File: config.mk
export PLATFORM = sky130hd
export DESIGN_NAME = ret_addr_stack
export DESIGN_NICKNAME = d
export VERILOG_FILES = /design/src/rtl/ret_addr_stack.sv
export SDC_FILE = /design/constraint.sdc
export NUM_CORES = 1
export LEC_CHECK = 0
export BUFFER_PORTS_ARGS = -buffer_cell sky130_fd_sc_hd__buf_2
export CORE_MARGIN = 2
export CORE_UTILIZATION = 45
export DETAILED_ROUTE_END_ITERATION = 12
export PLACE_DENSITY_LB_ADDON = 0.3
export SYNTH_ARGS = -nofsm -noshare
export SYNTH_HDL_FRONTEND = slang
export SYNTH_SLANG_ARGS = --single-unit
File: constraint.sdc
create_clock -name clk -period 3.5 [get_ports clk]
set_clock_uncertainty 0.2 [all_clocks]
set_input_delay 0.35 -clock clk [delete_from_list [all_inputs] [get_ports clk]]
set_output_delay 0.35 -clock clk [all_outputs]
set_load 0.05 [all_outputs]
File: src/rtl/ret_addr_stack.sv
module ret_addr_stack #(
  parameter int DEPTH = 8,
  parameter int AW    = 32,
  parameter int ISZ   = 4
) (
  input  logic          clk,
  input  logic          rst_n,
  input  logic          flush,
  input  logic          call_en,
  input  logic [AW-1:0] call_pc,
  input  logic          ret_en,
  output logic [AW-1:0] pred_addr,
  output logic          pred_valid
);

  localparam int PW = (DEPTH > 1) ? $clog2(DEPTH) : 1;
  localparam int CW = $clog2(DEPTH + 1);
  localparam logic [PW-1:0] LAST = PW'(DEPTH - 1);
  localparam logic [CW-1:0] FULL = CW'(DEPTH);

  logic [AW-1:0] ring [DEPTH];
  logic [PW-1:0] top, top_up, top_dn;
  logic [CW-1:0] cnt;
  logic [AW-1:0] ret_addr;

  assign ret_addr   = call_pc + AW'(ISZ);
  assign top_up     = (top == LAST) ? '0 : top + 1'b1;
  assign top_dn     = (top == '0) ? LAST : top - 1'b1;
  assign pred_addr  = ring[top];
  assign pred_valid = (cnt != '0);

  always_ff @(posedge clk) begin
    if (!rst_n || flush) begin
      top <= '0;
      cnt <= '0;
    end else if (call_en && ret_en) begin
      if (cnt == '0) cnt <= CW'(1);
    end else if (call_en) begin
      top <= top_up;
      if (cnt != FULL) cnt <= cnt + 1'b1;
    end else if (ret_en && cnt != '0) begin
      top <= top_dn;
      cnt <= cnt - 1'b1;
    end
  end

  always_ff @(posedge clk) begin
    if (rst_n && !flush && call_en)
      ring[ret_en ? top : top_up] <= ret_addr;
  end

  a_r5_cnt_bounded: assert property (@(posedge clk) disable iff (!rst_n)
    cnt <= FULL);

  a_r8_flush_empties: assert property (@(posedge clk) disable iff (!rst_n)
    flush |=> !pred_valid);

  a_r2_push_visible: assert property (@(posedge clk) disable iff (!rst_n)
    (call_en && !flush) |=> (pred_valid && pred_addr == $past(call_pc) + AW'(ISZ)));

  a_r6_empty_pop_inert: assert property (@(posedge clk) disable iff (!rst_n)
    (ret_en && !call_en && !flush && cnt == '0) |=> ($stable(top) && cnt == '0));

  a_r7_combo_holds_ptr: assert property (@(posedge clk) disable iff (!rst_n)
    (ret_en && call_en && !flush) |=> $stable(top));

  a_r3_pop_last_empties: assert property (@(posedge clk) disable iff (!rst_n)
    (ret_en && !call_en && !flush && cnt == CW'(1)) |=> !pred_valid);

endmodule

# Yosys cells after proc, flatten, opt, wreduce, memory -nomap -nowiden
# Memories as Yosys holds them, arrays and structs flattened. A register that Yosys moved wholly into a read port is not among the register bits.
# Index checks and enable logic that the tools add are counted.
# word_totals
reg_bits	7
mem_bits_rw	256
output_inout_bits	33
elab_cells	41
n_memories	1
# op_classes
addsub	5
eq_ne	4
mux	14
bitwise	1
reduce_logical	14
# memory_table
name	words	width	read_ports	rd_ports_with_merged_regs	write_ports	line	rtl
ring	8	32	1	1	1	21	logic [AW-1:0] ring [DEPTH];
# ops
operator	count
32-bit by 3-bit adder with 32-bit output, second input constant	1
3-bit 2-to-1 mux	7
4-bit 2-to-1 mux	5
4-bit by 1-bit adder with 4-bit output, second input constant	1
1-bit logical AND	4
4-bit zero test	1
4-bit != test, second input constant	1
4-bit nonzero test	1
4-bit by 1-bit subtractor with 4-bit output, second input constant	1
3-bit by 1-bit adder with 3-bit output, second input constant	1
3-bit equality test, second input constant	1
3-bit zero test	1
3-bit by 1-bit != test with 1-bit output, second input constant	1
3-bit AND reduction	1
3-bit nonzero test	1
3-bit by 1-bit subtractor with 3-bit output, second input constant	1
1-bit zero test	2
1-bit 2-to-1 mux	2
2-bit by 1-bit != test with 1-bit output, second input constant	1
2-bit AND reduction	1
2-bit nonzero test	1
1-bit logical OR	1
1-bit NOT	1

# Depth between registers and ports, before layout
# depth
word_depth	6
depth_mapped	7

# Worst setup path after synthesis
# Ideal clock, no wire load.
# synth_timing
path_type	reg2reg
start	register top[1]
end	memory ring[4][0], enable pin
setup_time_ns	0.421
arrival_time_ns	2.658
required_ns	2.879
path_slack_ns	0.221
path_stages_with_launch	7
path_buffers	0
period_less_slack_ns	3.279
path_cell_list	dfxtp_1 ha_1 ha_1 or3_1 o21ai_0 or3_1 nor2_1
# synth_between
elab_chain_len	3
elab_cells_between_ends	4
cone_classes	1 x add/sub; 1 x eq/ne; 2 x mux
# synth_lines
element	line	rtl
start: declaration	22	logic [PW-1:0] top, top_up, top_dn;
start signal: assignment	39	top <= top_up;
start signal: assignment	42	top <= top_dn;
3-bit by 1-bit adder with 3-bit output or 3-bit equality test (tied branches)	27	assign top_up = (top == LAST) ? '0 : top + 1'b1;
3-bit 2-to-1 mux	27	
3-bit 2-to-1 mux (*)	49	ring[ret_en ? top : top_up] <= ret_addr;
end: declaration	21	
# Mark *: on every way between the ends. The rest lies on a longest branch, timed or not.

==> flow_metrics.py <==
metrics = {
    "run_status": {
        "status": "finished, final reports clean",
    },
    "global_routing": {
        "grt_overflow": 0,
        "grt_pass1_wl_mm": 33.6,
        "grt_max_degree": 33,
        "grtUsageTotal_pct": 17.2,
        "gr-usage-met2_pct": 30.5,
        "met3_usage_pct": 2.62,
        "grt_antenna_before_repair": 0,
        "grt_pass1_vias": 5858,
        "use_met1_pct": 22.1,
        "grt_busiest_layer": "met2",
    },
    "sta": {
        "rsz0062_at_grt": "false",
        "tightest_slew_ns": 0.924,
        "period_minus_slack_ns": 3.07,
        "relSlewSlack_pct": 37.9,
        "hold_slack_ns": 0.0343,
        "setup_viol": 0,
        "fmax_mhz": 326,
        "final_hold_viol_count": 0,
        "slew_violations": 0,
        "fin_crit_sh_pct": 87.6,
        "tns_ns": 0,
    },
    "cells_and_area": {
        "layout.nets": 688,
        "multi_input_area_um2": 2940,
        "antenna_cells": 0,
        "nFillCells": 1933,
        "synthToLayoutAreaGrowth_pct": 16.3,
        "seq_area_um2": 7890,
        "drive_gt1_share_pct": 35.6,
        "fin_cells": 984,
    },
    "placement": {
        "placed_cells": 935,
        "io_buffers": 69,
        "gp_congestion": 0.779,
        "hpwl_mm": 13.1,
    },
    "synth": {
        "yosysSeqAreaShare_pct": 72.2,
        "synthArstFlopShare_pct": 0,
        "synth_warnings": 0,
        "syn_area_per_cell_um2": 19.8,
        "synth_fp_nets": 597,
        "synth_top_area_share_pct": 70.4,
        "synthFlopType": "edfxtp_1",
        "synthesis.area_um2": 10900,
        "yosysTopAreaCell": "edfxtp_1",
        "syn_inst": 551,
        "ys_ff_latch": 266,
        "synth-edff-count": 256,
        "ys_top_cells_by_area": "edfxtp_1 (70%), mux4_2 (13%), mux2_2 (3.3%), dfxtp_1 (1.8%), xnor2_1 (1.4%)",
        "ys_types": 44,
    },
    "setup_path": {
        "regToRegEndpoint": "ring[4][10]$_DFFE_PP_",
        "crit_path_max_fanout": 27,
        "path_cells": "buf_12, mux4_2, mux2_2, buf_2",
        "cp-end-kind": "primary output",
        "cp_data_required_time_ns": 2.95,
        "crit_path_max_incr_delay_ns": 0.62,
        "r2r_slack_ns": 0.73,
        "r2r-start": "top[0]$_SDFFE_PP0N_",
        "cp.arrival_ns": 2.52,
        "slowest_stage": "dfxtp_4",
        "reg2regPathDepth": 7,
        "critPathBufInv": 2,
        "worstSetupPathType": "reg2out",
        "cp-start-kind": "register",
        "critPathTopFamily": "multiplexers",
    },
    "run": {
        "maxCapViolCount": 0,
    },
    "floorplanning": {
        "fp.dieH_um": 160,
        "top_level_ports": 70,
        "dieArea_um2": 25500,
        "core_area_um2": 24100,
        "die-width_um": 160,
        "core.rowCount": 57,
        "start_util_pct": 45.3,
    },
    "pwr": {
        "seqPwrFrac_pct": 51.8,
        "power_mw": 6.84,
        "powerDensity_nw_per_um2": 538,
        "p_comb_share_pct": 7.1,
        "vdd_ir_drop_max_v": 0.000323,
        "swShare_pct": 21.2,
        "clock_power_share_pct": 41.1,
        "p_int_mw": 5.39,
        "p_leak_nw": 4.08,
        "netSwitchingPower_mw": 1.45,
    },
    "cts": {
        "numCtsBuffers": 27,
        "cts-hold-fix-buffers": 2,
        "post_cts_buffers": 0,
        "cts_sinks": 266,
        "cts_resized": 0,
        "tritoncts": "done",
        "h-tree-depth": 1,
        "clockRootBuffer": "clkbuf_16",
        "cts.reportedPaths.clkPinSlew_ns": 0.06,
        "clk_latency_ns": 0.52,
        "cts_buffer_depth": 3,
    },
    "hold_path": {
        "min_from": "flush",
        "hp-class": "in2reg",
        "holdPathEnd": "cnt[2]$_SDFFE_PP0P_",
        "min_path_cells": 4,
    },
    "routing": {
        "drt_iter0_markers": 311,
        "vias_per_cell": 5.53,
        "avgRoutedWirePerCell_um": 22.1,
        "wirelength_mm": 21.7,
        "first_pass_iters": 4,
        "drc": 0,
        "detail-route-antenna-nets": 0,
        "vias": 5438,
    },
}
## cell usage after synthesis (2+ instances only)
master    instances
a21o_1            2
a21oi_1           3
a31oi_1           3
and3_1            7
and4_1            2
buf_1             2
buf_2             7
clkbuf_1         15
dfxtp_1          10
edfxtp_1        256
ha_1              8
inv_1            13
mux2_2           32
mux2i_1           4
mux4_2           64
nand2_1          10
nand2b_1          5
nand3_1          13
nand4_1           7
nor2_1           19
nor3_1           10
nor3_2            3
nor4_1            2
o21ai_0           5
or3_1             3
xnor2_1          17
xor2_1           12
## area by class of cell
type	instances	share of cell area, %
clock buffers	31	5.44
inverters	13	0.384
well taps	324	3.19
repair buffers	87	4.32
clock inverters	16	1.40
multi-input cells	247	23.1
flip-flops and latches	266	62.1
## layer usage
| metal | wire [µm] | vias up |
|---|---|---|
| met1 | 8850 | 2810 |
| met4 | 468 | 0 |
| li1 | - | 2430 |
| met5 | 0 | - |
| met2 | 11300 | 163 |
| met3 | 1080 | 35 |
## power by group through the flow
stage                     clock [mW]  combinational (mW)  sequential (mW)
after floorplan                    0               0.351             3.60
after global placement             0               0.475             3.61
after detailed placement           0               0.487             3.61
after CTS                       2.86               0.491             3.54
after global routing            2.99               0.520             3.54
final                           2.81               0.485             3.54
## state kept, by name, indices dropped and copies added, names as in the netlist, named ones only
register	cells
top	3
ring	256
cnt	4
## worst reg2reg max path, cell delays in order, from the launching register on
cell,delay (ns)
dfxtp_1,0.41
ha_1,0.22
ha_1,0.18
or3_1,0.10
o21ai_0,0.10
or3_1,0.54
nor2_4,0.15
buf_4,0.47
## kinds of logic after synthesis
family                   Yosys count  share of synthesized area [%]
flip-flops                       266                           72.2
multiplexers                     100                           16.9
AND/OR/NAND/NOR                   87                           4.64
buffers and inverters             38                           1.45
XOR/XNOR                          29                           2.33
AO/OA/AOI/OAI                     22                           1.41
adder cells (fa/ha/maj)            9                           1.10
## metrics by stage
step           worst slack (ns)  cell area, µm²  util (%)
2_1_floorplan             0.221           10900         -
3_3_place_gp              0.804           11800      49.0
3_5_place_dp              0.730           11800      49.0
4_1_cts                   0.359           12700      52.7
5_1_grt                   0.295           12700      52.7
6_report                  0.434           12700      52.7
## how the worst max path moves through the flow
stage | endpoint | cells past startpoint | start | slack (ns)
global placement | ring[6][22]$_DFFE_PP_ | 6 | call_pc[2] | 0.80
CTS | pred_addr[27] | 4 | register | 0.36
detailed placement | ring[3][28]$_DFFE_PP_ | 6 | call_pc[2] | 0.73
finish | pred_addr[27] | 4 | register | 0.43
floorplan | ring[4][0]$_DFFE_PP_ | 6 | top[1]$_SDFFE_PP0N_ | 0.22
global route | pred_addr[0] | 4 | register | 0.29
## cell usage in the layout (no fill, tap or decap), types with 2 or more instances in the layout
master | Yosys | routed
dlygate4sd3_1 | 0 | 2
edfxtp_1 | 256 | 256
nor2_4 | 0 | 8
mux4_2 | 64 | 64
nand4_1 | 7 | 7
dfxtp_1 | 10 | 8
nand3_1 | 13 | 13
nor4_1 | 2 | 2
buf_2 | 7 | 69
nand2_1 | 10 | 10
xor2_1 | 12 | 12
o21ai_0 | 5 | 5
a31oi_1 | 3 | 3
buf_4 | 0 | 11
mux2i_1 | 4 | 4
clkinv_1 | 0 | 7
clkbuf_16 | 0 | 27
ha_1 | 8 | 8
inv_1 | 13 | 13
bufinv_16 | 0 | 4
mux2_2 | 32 | 32
clkbuf_1 | 15 | 4
and4_1 | 2 | 2
or3_1 | 3 | 3
xnor2_1 | 17 | 17
nor2_1 | 19 | 11
and3_1 | 7 | 7
nor3_1 | 10 | 10
nor3_2 | 3 | 3
nand2b_1 | 5 | 5
a21o_1 | 2 | 2
buf_12 | 0 | 5
clkinv_2 | 0 | 3
a21oi_1 | 3 | 3
Power figures use the tool's default switching activity.
